==> src/rtl/mdio_pkg.sv <==
package mdio_pkg;

  localparam int REG_W    = 16;
  localparam int FIELD_W  = 5;
  localparam int IDLE_BIT = 12;

  localparam logic [1:0] ADR_CTRL  = 2'd0;
  localparam logic [1:0] ADR_WDATA = 2'd1;
  localparam logic [1:0] ADR_RDATA = 2'd2;

  typedef enum logic [1:0] {
    CMD_NONE  = 2'd0,
    CMD_WRITE = 2'd1,
    CMD_READ  = 2'd2,
    CMD_RSVD  = 2'd3
  } mdio_cmd_e;

  typedef struct packed {
    logic [FIELD_W-1:0] phy;
    logic [FIELD_W-1:0] regn;
    logic               is_read;
    logic [REG_W-1:0]   wdata;
  } mdio_req_t;

endpackage

==> src/rtl/mdio_clk_div.sv <==
module mdio_clk_div #(
  parameter int HALF_DIV = 40
) (
  input  logic clk,
  input  logic rst_n,
  input  logic run,
  output logic mdc,
  output logic rise_stb,
  output logic fall_stb
);

  localparam int CW = (HALF_DIV > 2) ? $clog2(HALF_DIV) : 1;
  localparam logic [CW-1:0] TERM = CW'(HALF_DIV - 1);

  logic [CW-1:0] cnt_q, cnt_d;
  logic          mdc_q, mdc_d;
  logic          tick;

  always_comb begin
    tick     = run && (cnt_q == TERM);
    rise_stb = tick && !mdc_q;
    fall_stb = tick && mdc_q;
    if (!run || tick) cnt_d = '0;
    else              cnt_d = cnt_q + 1'b1;
    if (!run)      mdc_d = 1'b0;
    else if (tick) mdc_d = ~mdc_q;
    else           mdc_d = mdc_q;
  end

  always_ff @(posedge clk or negedge rst_n) begin
    if (!rst_n) begin
      cnt_q <= '0;
      mdc_q <= 1'b0;
    end else begin
      cnt_q <= cnt_d;
      mdc_q <= mdc_d;
    end
  end

  assign mdc = mdc_q;

  AST_MDC_HALF_PERIOD: assert property (@(posedge clk) disable iff (!rst_n)
    ($rose(mdc_q) || $fell(mdc_q)) |-> ($past(cnt_q) == TERM));

endmodule

==> src/rtl/mdio_frame_eng.sv <==
module mdio_frame_eng
  import mdio_pkg::*;
#(
  parameter int PRE_LEN = 32
) (
  input  logic             clk,
  input  logic             rst_n,
  input  logic             start,
  input  mdio_req_t        req,
  input  logic             rise_stb,
  input  logic             fall_stb,
  input  logic             mdio_i,
  output logic             busy,
  output logic             run,
  output logic             mdio_o,
  output logic             mdio_oe,
  output logic             rd_done,
  output logic [REG_W-1:0] rd_word
);

  localparam int FRAME_LEN = PRE_LEN + 4 + 2 * FIELD_W + 2 + REG_W;
  localparam int IDX_W     = $clog2(FRAME_LEN);
  localparam logic [IDX_W-1:0] TA_IDX   = IDX_W'(FRAME_LEN - REG_W - 2);
  localparam logic [IDX_W-1:0] DATA_IDX = IDX_W'(FRAME_LEN - REG_W);
  localparam logic [IDX_W-1:0] LAST_IDX = IDX_W'(FRAME_LEN - 1);

  logic                 busy_q, busy_d;
  logic                 fin_q, fin_d;
  logic                 rd_q, rd_d;
  logic                 oe_q, oe_d;
  logic                 done_q, done_d;
  logic [IDX_W-1:0]     idx_q, idx_d, idx_nxt;
  logic [FRAME_LEN-1:0] sreg_q, sreg_d, frame;
  logic [REG_W-1:0]     cap_q, cap_d;
  logic [1:0]           opc;

  always_comb begin
    opc     = req.is_read ? 2'b10 : 2'b01;
    frame   = {{PRE_LEN{1'b1}}, 2'b01, opc, req.phy, req.regn, 2'b10, req.wdata};
    idx_nxt = idx_q + 1'b1;
    busy_d  = busy_q;
    fin_d   = fin_q;
    rd_d    = rd_q;
    oe_d    = oe_q;
    idx_d   = idx_q;
    sreg_d  = sreg_q;
    cap_d   = cap_q;
    done_d  = 1'b0;
    if (start && !busy_q) begin
      busy_d = 1'b1;
      fin_d  = 1'b0;
      rd_d   = req.is_read;
      oe_d   = 1'b1;
      idx_d  = '0;
      sreg_d = frame;
      cap_d  = '0;
    end else if (fin_q) begin
      busy_d = 1'b0;
      fin_d  = 1'b0;
      done_d = rd_q;
    end else if (busy_q) begin
      if (rise_stb && rd_q && (idx_q >= DATA_IDX))
        cap_d = {cap_q[REG_W-2:0], mdio_i};
      if (fall_stb) begin
        if (idx_q == LAST_IDX) begin
          fin_d = 1'b1;
          oe_d  = 1'b0;
        end else begin
          idx_d  = idx_nxt;
          sreg_d = {sreg_q[FRAME_LEN-2:0], 1'b0};
          if (rd_q && (idx_nxt >= TA_IDX)) oe_d = 1'b0;
        end
      end
    end
  end

  always_ff @(posedge clk or negedge rst_n) begin
    if (!rst_n) begin
      busy_q <= 1'b0;
      fin_q  <= 1'b0;
      rd_q   <= 1'b0;
      oe_q   <= 1'b0;
      done_q <= 1'b0;
      idx_q  <= '0;
      sreg_q <= '0;
      cap_q  <= '0;
    end else begin
      busy_q <= busy_d;
      fin_q  <= fin_d;
      rd_q   <= rd_d;
      oe_q   <= oe_d;
      done_q <= done_d;
      idx_q  <= idx_d;
      sreg_q <= sreg_d;
      cap_q  <= cap_d;
    end
  end

  assign busy    = busy_q;
  assign run     = busy_q && !fin_q;
  assign mdio_o  = sreg_q[FRAME_LEN-1];
  assign mdio_oe = oe_q;
  assign rd_done = done_q;
  assign rd_word = cap_q;

  AST_READ_RELEASED: assert property (@(posedge clk) disable iff (!rst_n)
    (busy_q && rd_q && (idx_q >= TA_IDX)) |-> !oe_q);
  AST_IDLE_UNDRIVEN: assert property (@(posedge clk) disable iff (!rst_n)
    !busy_q |-> !oe_q);
  AST_FINISH_TO_IDLE: assert property (@(posedge clk) disable iff (!rst_n)
    fin_q |=> !busy_q);
  AST_SHIFT_ON_FALL: assert property (@(posedge clk) disable iff (!rst_n)
    (busy_q && $past(busy_q) && !$stable(sreg_q[FRAME_LEN-1])) |-> $past(fall_stb));

endmodule

==> src/rtl/mdio_host_master.sv <==
module mdio_host_master
  import mdio_pkg::*;
#(
  parameter int HALF_DIV = 40,
  parameter int PRE_LEN  = 32
) (
  input  logic        clk,
  input  logic        rst_n,
  input  logic        host_wr,
  input  logic [1:0]  host_addr,
  input  logic [15:0] host_wdata,
  output logic [15:0] host_rdata,
  output logic        mdc,
  output logic        mdio_o,
  output logic        mdio_oe,
  input  logic        mdio_i
);

  logic [1:0]         rst_sync_q;
  logic               rst_i;
  logic [REG_W-1:0]   wdata_q, wdata_d;
  logic [REG_W-1:0]   rdata_q, rdata_d;
  logic [FIELD_W-1:0] phy_q, phy_d;
  logic [FIELD_W-1:0] regn_q, regn_d;
  logic [1:0]         cmd_q, cmd_d;
  logic               ctrl_wr, cmd_ok, accept;
  logic               busy, run, rise_stb, fall_stb, rd_done;
  logic [REG_W-1:0]   rd_word;
  mdio_req_t          req;

  always_ff @(posedge clk or negedge rst_n) begin
    if (!rst_n) rst_sync_q <= 2'b00;
    else        rst_sync_q <= {rst_sync_q[0], 1'b1};
  end
  assign rst_i = rst_sync_q[1];

  always_comb begin
    ctrl_wr = host_wr && (host_addr == ADR_CTRL);
    cmd_ok  = (host_wdata[11:10] == CMD_WRITE) || (host_wdata[11:10] == CMD_READ);
    accept  = ctrl_wr && cmd_ok && !busy;
    wdata_d = (host_wr && (host_addr == ADR_WDATA)) ? host_wdata : wdata_q;
    rdata_d = rd_done ? rd_word : rdata_q;
    phy_d   = accept ? host_wdata[9:5]   : phy_q;
    regn_d  = accept ? host_wdata[4:0]   : regn_q;
    cmd_d   = accept ? host_wdata[11:10] : cmd_q;
    req.phy     = host_wdata[9:5];
    req.regn    = host_wdata[4:0];
    req.is_read = (host_wdata[11:10] == CMD_READ);
    req.wdata   = wdata_q;
  end

  always_ff @(posedge clk or negedge rst_i) begin
    if (!rst_i) begin
      wdata_q <= '0;
      rdata_q <= '0;
      phy_q   <= '0;
      regn_q  <= '0;
      cmd_q   <= '0;
    end else begin
      wdata_q <= wdata_d;
      rdata_q <= rdata_d;
      phy_q   <= phy_d;
      regn_q  <= regn_d;
      cmd_q   <= cmd_d;
    end
  end

  always_comb begin
    case (host_addr)
      ADR_CTRL:  host_rdata = {3'b000, !busy, cmd_q, phy_q, regn_q};
      ADR_WDATA: host_rdata = wdata_q;
      ADR_RDATA: host_rdata = rdata_q;
      default:   host_rdata = '0;
    endcase
  end

  mdio_clk_div #(.HALF_DIV(HALF_DIV)) u_div (
    .clk      (clk),
    .rst_n    (rst_i),
    .run      (run),
    .mdc      (mdc),
    .rise_stb (rise_stb),
    .fall_stb (fall_stb)
  );

  mdio_frame_eng #(.PRE_LEN(PRE_LEN)) u_eng (
    .clk      (clk),
    .rst_n    (rst_i),
    .start    (accept),
    .req      (req),
    .rise_stb (rise_stb),
    .fall_stb (fall_stb),
    .mdio_i   (mdio_i),
    .busy     (busy),
    .run      (run),
    .mdio_o   (mdio_o),
    .mdio_oe  (mdio_oe),
    .rd_done  (rd_done),
    .rd_word  (rd_word)
  );

  AST_BUSY_WRITE_IGNORED: assert property (@(posedge clk) disable iff (!rst_i)
    (ctrl_wr && busy) |=> ($stable(phy_q) && $stable(regn_q) && $stable(cmd_q)));
  AST_NOP_NO_START: assert property (@(posedge clk) disable iff (!rst_i)
    (ctrl_wr && !busy && !cmd_ok) |=> !busy);
  AST_START_BUSY: assert property (@(posedge clk) disable iff (!rst_i)
    accept |=> busy);
  AST_IDLE_MDC_LOW: assert property (@(posedge clk) disable iff (!rst_i)
    !busy |-> !mdc);
  AST_RDATA_HOLD: assert property (@(posedge clk) disable iff (!rst_i)
    !rd_done |=> $stable(rdata_q));

endmodule

==> config.mk <==
export PLATFORM = sky130hd
export DESIGN_NAME = mdio_host_master
export DESIGN_NICKNAME = d
export VERILOG_FILES = /design/src/rtl/mdio_pkg.sv /design/src/rtl/mdio_clk_div.sv /design/src/rtl/mdio_frame_eng.sv /design/src/rtl/mdio_host_master.sv
export SDC_FILE = /design/constraint.sdc
export NUM_CORES = 1
export LEC_CHECK = 0
export BUFFER_PORTS_ARGS = -buffer_cell sky130_fd_sc_hd__buf_4
export CORE_MARGIN = 4
export CORE_UTILIZATION = 54
export DETAILED_ROUTE_END_ITERATION = 8
export GPL_TIMING_DRIVEN = 0
export HOLD_SLACK_MARGIN = 0.02
export MAX_ROUTING_LAYER = met4
export PLACE_DENSITY = 0.75
export SLEW_MARGIN = 25
export SYNTH_ARGS = -nofsm -noshare
export SYNTH_HDL_FRONTEND = slang
export SYNTH_SLANG_ARGS = --single-unit
export TNS_END_PERCENT = 50
==> constraint.sdc <==
create_clock -name clk -period 4.6 [get_ports clk]
set_clock_uncertainty 0.15 [all_clocks]
set_input_delay 0.46 -clock clk [delete_from_list [all_inputs] [get_ports clk]]
set_output_delay 0.46 -clock clk [all_outputs]
set_load 0.01 [all_outputs]
==> summary.md, run 1 <==
Once placement finished, the instance area stood at 6710 sq um. The tools report the final number of max-transition violations as 0. The floorplan step defined a core boundary enclosing 11,000 sq um. The share of total power dissipated in the clock network is 44.3%.

The post-synthesis instance total was 619. After routing the design area is 7350 sq um. The run gives 42 as the number of unique standard cell types used by synthesis.

The layout cell share with drive strength beyond 1 was 20.7%. The post-synthesis net count is 645. The time the worst path needs with I/O delays and setup is 2.57 ns.

The run gives 2 as the buffer levels on the longest clock path. The largest fanout of any net on the critical path is 10, and the number of buffer and inverter stages on the critical path is 4. The total overflow reported by the global router was 0. The first TritonRoute pass finished after 5 iterations. The tool flagged a number of max-cap violations equal to 0. The repair_antennas step left the layout with diodes totalling 0.

Synthesis inferred 144 register bits. The critical path goes through buf_2 -> nor2b_1 -> clkbuf_1 -> clkbuf_1 -> nand2_1 -> o21ai_0 -> buf_4. The area overhead of the layout relative to synthesis works out to 18.5%. After synthesis, the cell types taking the most area are dfrtp_1 (58%), nand2_1 (7.6%), mux2_2 (5.6%). The tightest min-delay check is of the in -> reg type.

The logs give 3.99 ns for the critical path required time and 2350 sq um for the area occupied by multi-input gates. TritonCTS built the clock tree. For this design the ratio of total power to cell area is 446 nW/um^2. The tree is rooted in a clkbuf_16. Most used standard cell by instance count after synthesis: dfrtp_1. By instance count, the cell type seen most on the critical path is clkbuf_1. Sequential cells account for 46.1% of the total power. The later pin in the worst-skew pair is clocked with a latency of 0.42 ns. The average cell area after synthesis was 10.0 sq um; the detailed placer's ending HPWL was 9660 um. In this run the post-CTS setup repair buffer count came out at 0. Dividing the final minimum period by the clock period gives 55.9%. During synthesis, Yosys emitted a total of 0 warnings. For the initial DRC count, the log shows 494.

The post-layout net count came out at 705. The sum of negative setup slack was 0 ns. The routed design has 14,000 um of wire.

Summed over all nets, the switching power comes to 0.804 mW. For this run, the total global-route usage over all layers was measured as 23.7%. The count of buffers from port buffering was 38; the number of flops mapped to enable cells by yosys was 0.

The cell leakage power is 3.62 nW, and the critical path's largest stage delay is 0.41 ns. The initialized floorplan defines 38 standard-cell rows. Dividing the detail-routed wire length by the instance count gives 16.9 um. The share of synthesized area in the top cell type comes to 58.1%. Clock slew seen by the registers of the worst setup and hold paths: 0.06 ns. The initial antenna violation count came out at 0.

Counting every sink on the clock net gives 144. The run finished with clean final reports. Among all stages on the critical path, the largest delay is contributed by clkbuf_1. The endpoint kind of the worst setup timing path is an output port. In the final layout, flip-flops and latches occupy 3610 sq um. In the synthesized netlist, the cells that appear most often are dfrtp_1 (144), nand2_1 (125), nor2_1 (86). At the end of routability-driven placement, the weighted congestion stood at 0.857. The portion of the post-synthesis area used by sequential elements is 58.1%, and the area enclosed by the die boundary is 13,300 sq um. The tools report the CTS buffer count as 17. For this run, the share of the core covered by cells in the final layout is 66.6%. STA classifies the critical path startpoint as a primary input. The run gives 56.2% as the starting density of the core. The count of filler cells inserted in the layout is 838.

Entering global routing, the biggest net connects 56 pins. Normalized max-slew margin: 52.6%. The primary flip-flop cell chosen by synthesis mapping is dfrtp_1. The final hold violation count was 0.

41 I/O pins were placed. The net switching share of the total power works out to 24.5%. The proportion of synthesized flip-flops having asynchronous set or reset works out to 100%.

The tools report the worst path arrival time as 1.96 ns. Once detail routing completed, the nets flagged for antenna violations numbered 0. The via count of the first global-routing pass came out at 4,841. On the critical path the largest part of the delay comes from buffers and inverters. Measured along the x axis, the die boundary spans 115 um. The top achievable clock speed is 389 MHz.

For this block, the via count after detailed routing is 4,767. The final-report setup violation count was 0. The die is 115 um tall.

The first-pass GRT wire length is 23,500 um, and the worst vdd rail ir drop is 0.415 mV. The H-tree depth reported by CTS is 4, and the slew at the pin with the worst max-slew slack is 0.711 ns. Internal power comes to 2.47 mW. The detail-routed via count per cell came out at 5.73. For this run, design rule violations remaining after detail routing come to 0.

After synthesis the cells add up to 6200 sq um. The biggest area contributor in the post-synthesis netlist is dfrtp_1. In this run, the combinational gates consume 9.6% of the power.

Setup repair after global routing left no endpoint under its margin. The category of the critical setup timing path is in -> out.
==> metrics by stage <==
step                setup slack, ns  hold slack, ns  std cells  power, mW
floorplan                     0.141          0.0144        619       1.71
global placement              -1.24          0.0927        797       1.81
detailed placement             2.09          0.0944        799       1.84
CTS                            2.07          0.0778        832       3.29
global route                   1.91          0.0894        832       3.41
finish                         2.03          0.0911        832       3.28
==> layer usage <==
layer	up-vias	share of wire, %	GRT usage (%)
li1	2214	-	-
met3	36	5.6	5.79
met2	158	48	37.0
met1	2359	43	30.0
met5	-	0	-
met4	0	2.7	9.23
==> registers in the layout, indices dropped and copies added (netlist names), 2 cells and up <==
| register | flops |
|---|---|
| rst_sync_q | 2 |
| u_div.cnt_q | 6 |
| u_eng.sreg_q | 64 |
| regn_q | 5 |
| phy_q | 5 |
| u_eng.rd_word | 16 |
| cmd_q | 2 |
| rdata_q | 16 |
| u_eng.idx_q | 6 |
| wdata_q | 16 |
==> cell type report <==
cell class,instances,area share [%]
Inverter,3,0.153
Clock buffer,18,5.97
Tap cell,140,2.38
Multi-Input combinational cell,430,31.9
Buffer,42,3.23
Clock inverter,14,2.57
Sequential cell,144,49.1
Timing Repair Buffer,41,4.66
==> power by group through the flow <==
stage	Sequential (mW)	Combinational, mW	Clock [mW]
floorplan	1.51	0.207	0
global placement	1.54	0.278	0
detailed placement	1.53	0.315	0
CTS	1.51	0.318	1.47
global route	1.52	0.357	1.53
finish	1.51	0.316	1.45
==> what timing repair did <==
item,4_1_cts,5_1_grt
endpoints found under the hold margin,2,0
hold buffers,1,0
gates resized for setup,0,0
==> final timing paths <==
check,startpoint,endpoint,slack [ns],cells after the start
min reg2reg,rst_sync_q[1],u_eng.sreg_q[44],0.19,0
min,mdio_i,u_eng.rd_word[0],0.09,3
max,host_addr[0],host_rdata[3],2.03,7
max reg2reg,u_eng.idx_q[0],u_eng.sreg_q[27],2.31,8
max in group asynchronous,rst_sync_q[1],rdata_q[12],3.14,2
min in group asynchronous,rst_sync_q[1],u_eng.sreg_q[44],0.19,0
==> cell usage in the layout, fill, tap and decap left out, types with 4 or more instances in the layout <==
master      instances
clkbuf_16          17
and3_1              6
buf_6               6
bufinv_16           4
o21ai_0            23
buf_2              25
mux2_2             31
nor2_1             86
ha_1                4
clkbuf_1           10
dfrtp_1           143
clkinvlp_4          6
buf_4              39
a21oi_1             4
mux2i_1            12
nand2_1           125
nor3_1             50
nand3_1            31
a22oi_1            11
xnor2_1             4
o22ai_1            13
==> worst min-delay path: stages <==
cell and delay (ns):
buf_4 0.08, nand2_1 0.04, nand2_1 0.05
==> kinds of logic (layout without fill, tap and decap cells) <==
group                      Yosys count  in the layout  share of synthesized area, %
AOI/OAI and AO/OA                   59             59                          6.13
xor gates and xnor gates             6              6                         0.847
adders and majority gates            4              4                         0.807
buffers and inverters               45            118                          4.02
DFF                                144            144                          58.1
muxes                               43             43                          7.57
other                                1              1                        0.0605
and+or+nand+nor                    317            317                          22.5
Note: power is estimated with default switching activity, not from simulation.
==> run 2: changes to the inputs <==
==> constraint.sdc (replaced) <==
create_clock -name clk -period 2.1 [get_ports clk]
set_clock_uncertainty 0.15 [all_clocks]
set_input_delay 0.21 -clock clk [delete_from_list [all_inputs] [get_ports clk]]
set_output_delay 0.21 -clock clk [all_outputs]
set_load 0.01 [all_outputs]
==> summary.md, run 2 (same netlist as run 1, synthesis figures left out) <==
For the buffer levels on the longest clock path, the log shows 2. For this run, design rule violations remaining after detail routing come to 0. Setup violations remaining at the end of the flow were counted as 0.

The H-tree was split into 4 levels. The final route contains 4,953 vias. Period utilization: 99.5%. The final number of max-transition violations is 0. In the post-route analysis, the smallest setup slack over all paths is 0.0112 ns.

The antenna diode count is 0. IR analysis of the VDD net gives a maximum drop of 0.790 mV. The min-delay analysis places its worst path in the category in -> reg. The post-detailed-route wirelength per cell was 17.5 um; the post-layout net count was 732. Global routing consumed, on the met1 layer, 30.6% of the routing resources. The run finished with clean final reports.

After clock tree synthesis, the clock-pin slew on the worst setup and hold paths is 0.06 ns. For the insertion delay of the later-clocked pin in the worst-skew pair, the log shows 0.42 ns. The count of buffers from port buffering is 38. The detailed router finished its first iteration with 426 violations. The routed design could run at a clock period as short as 2.09 ns.

The tools report the sum of negative setup slack as 0 ns. The library cell contributing the largest single delay on the critical path was dfrtp_1. Pre-CTS worst setup slack: -0.165 ns. For the top achievable clock speed, the log shows 479 MHz.

The total overflow reported by the global router was 0. For the starting density of the core, the log shows 56.2%. The remaining antenna violation count after routing was 0; the critical path's largest stage delay was 0.39 ns.

Dividing total power by cell area gives a power density of 961 nW/um^2. At the pin with the least slew margin, the transition time is 0.690 ns. The most numerous cell type found on the critical path is buf_6. The met2 track demand over resource came out at 38.9%. For the maximum number of pins on one net before global-route repair, the log shows 56. From left edge to right edge, the die measures 115 um.

The die covers 13,300 sq um. The CTS buffer count was 17; the placement row count was 38. For this design, the sink count on the clock tree is 144. STA classifies the critical path endpoint as a flip-flop. Leaving out filler cells and counting taps, the final layout contains 859. The area overhead of the layout relative to synthesis is 26.6%, and the fraction of met3 tracks used by global routing is 5.32%. u_eng.sreg_q holds more flip-flops than any other register. The number of flip-flops in the largest register works out to 64. The final worst hold slack is 0.135 ns, and the final hold violation count is 0. In the global route stage, overall resource usage came out at 24.6%. The post-layout instance area is 7850 sq um, and the final total power is 7.55 mW. The run gives 54.0% as the normalized max-slew margin.

The worst setup path is launched from a flip-flop. The tools report the total routed wirelength as 15,000 um. In the layout the commonest cells are dfrtp_1 (142), nand2_1 (125), nor2_1 (86), buf_4 (46), nor3_1 (34). For this run, the share of the core covered by cells in the final layout is 71.2%. The tree is rooted in a clkbuf_16.

The largest fanout of any net on the critical path came out at 10. Walking the worst path, the cells encountered are ha_2 -> and4bb_1 -> and3_1 -> buf_6 -> and2_4 -> buf_8 -> buf_6 -> nor3_2 -> nor2_1. Leaving out fill and tap cells, the most frequent cell in the layout is dfrtp_1. Once detailed placement completed, the half-perimeter wirelength came to 9580 um. At the worst endpoint, the required time is 2.25 ns. At the end of routability-driven placement, the weighted congestion stood at 0.824. The tools report the placed cell area as 6710 sq um.

TritonCTS built the clock tree. Via count of the first global-routing pass: 5,030. The category of the critical setup timing path is reg -> reg. The total area inside the core boundary comes to 11,000 sq um. The number of violations of the max-capacitance limit came out at 0. Setup repair after global routing could not meet its margin everywhere.

Using the TritonRoute via totals, the vias-per-cell ratio works out to 5.77. The count of placed standard cells including taps is 799, and the number of detailed-routing iterations run before antenna repair is 8. The worst path arrival time was 2.24 ns; the initial antenna violation count was 0. The busiest layer in global routing was met2. The logs give 41 for the number of I/O pins and 24,300 um for the first-pass GRT wire length. The die is 115 um tall. The layout cell share with drive strength beyond 1 was 24.6%; the cell leakage power was 3.82 nW.
-- run 2: worst max-delay path: cells and delay by family (launching register included) --
kind | cells | cell delay, ns
adders and majority gates | 1 | 0.19
buffers and inverters | 3 | 0.43
DFF | 1 | 0.39
and+or+nand+nor | 5 | 0.79
-- run 2: per-layer routing --
layer  up-vias  wire, um  part of all wire (%)
li1       2262         -                     -
met1      2477      6220                    41
met4         0       497                   3.3
met3        39       864                   5.8
met2       175      7410                    49
met5         -         0                     0
-- run 2: report_power, final --
part	switching, mW	internal [mW]	total, mW
clock	1.13	2.32	3.44
sequential	0.249	3.07	3.32
combinational	0.389	0.390	0.779
total	1.76	5.78	7.55
-- run 2: timing repair --
item / in CTS / in global routing
hold buffers: 19 / 0
cloned: 0 / 1
buffers inserted: 2 / 7
hold endpoints to repair: 41 / 0
pin swaps: 0 / 5
endpoints found under the setup margin: 46 / 70
resized for setup: 9 / 31
-- run 2: final cells by class --
type	count	area [sq um]
buffer	41	250
fill	774	3180
inverter	3	11.3
sequential	144	3610
clock buffer	22	474
timing repair buffer	69	628
clock inverter	10	205
tap	140	175
multi-input combinational	430	2500
-- run 2: final timing paths --
check / cells after the start / start / to / slack [ns]
min: 4 / host_wdata[11] / u_eng.rd_q / 0.13
min reg2reg: 0 / rst_sync_q[1] / u_eng.sreg_q[34] / 0.20
min in group asynchronous: 0 / rst_sync_q[1] / u_eng.sreg_q[34] / 0.20
max in group asynchronous: 2 / rst_sync_q[1] / rdata_q[15] / 0.63
max: 9 / u_div.cnt_q[0] / u_eng.sreg_q[12] / 0.01
max reg2reg: 9 / u_div.cnt_q[0] / u_eng.sreg_q[12] / 0.01
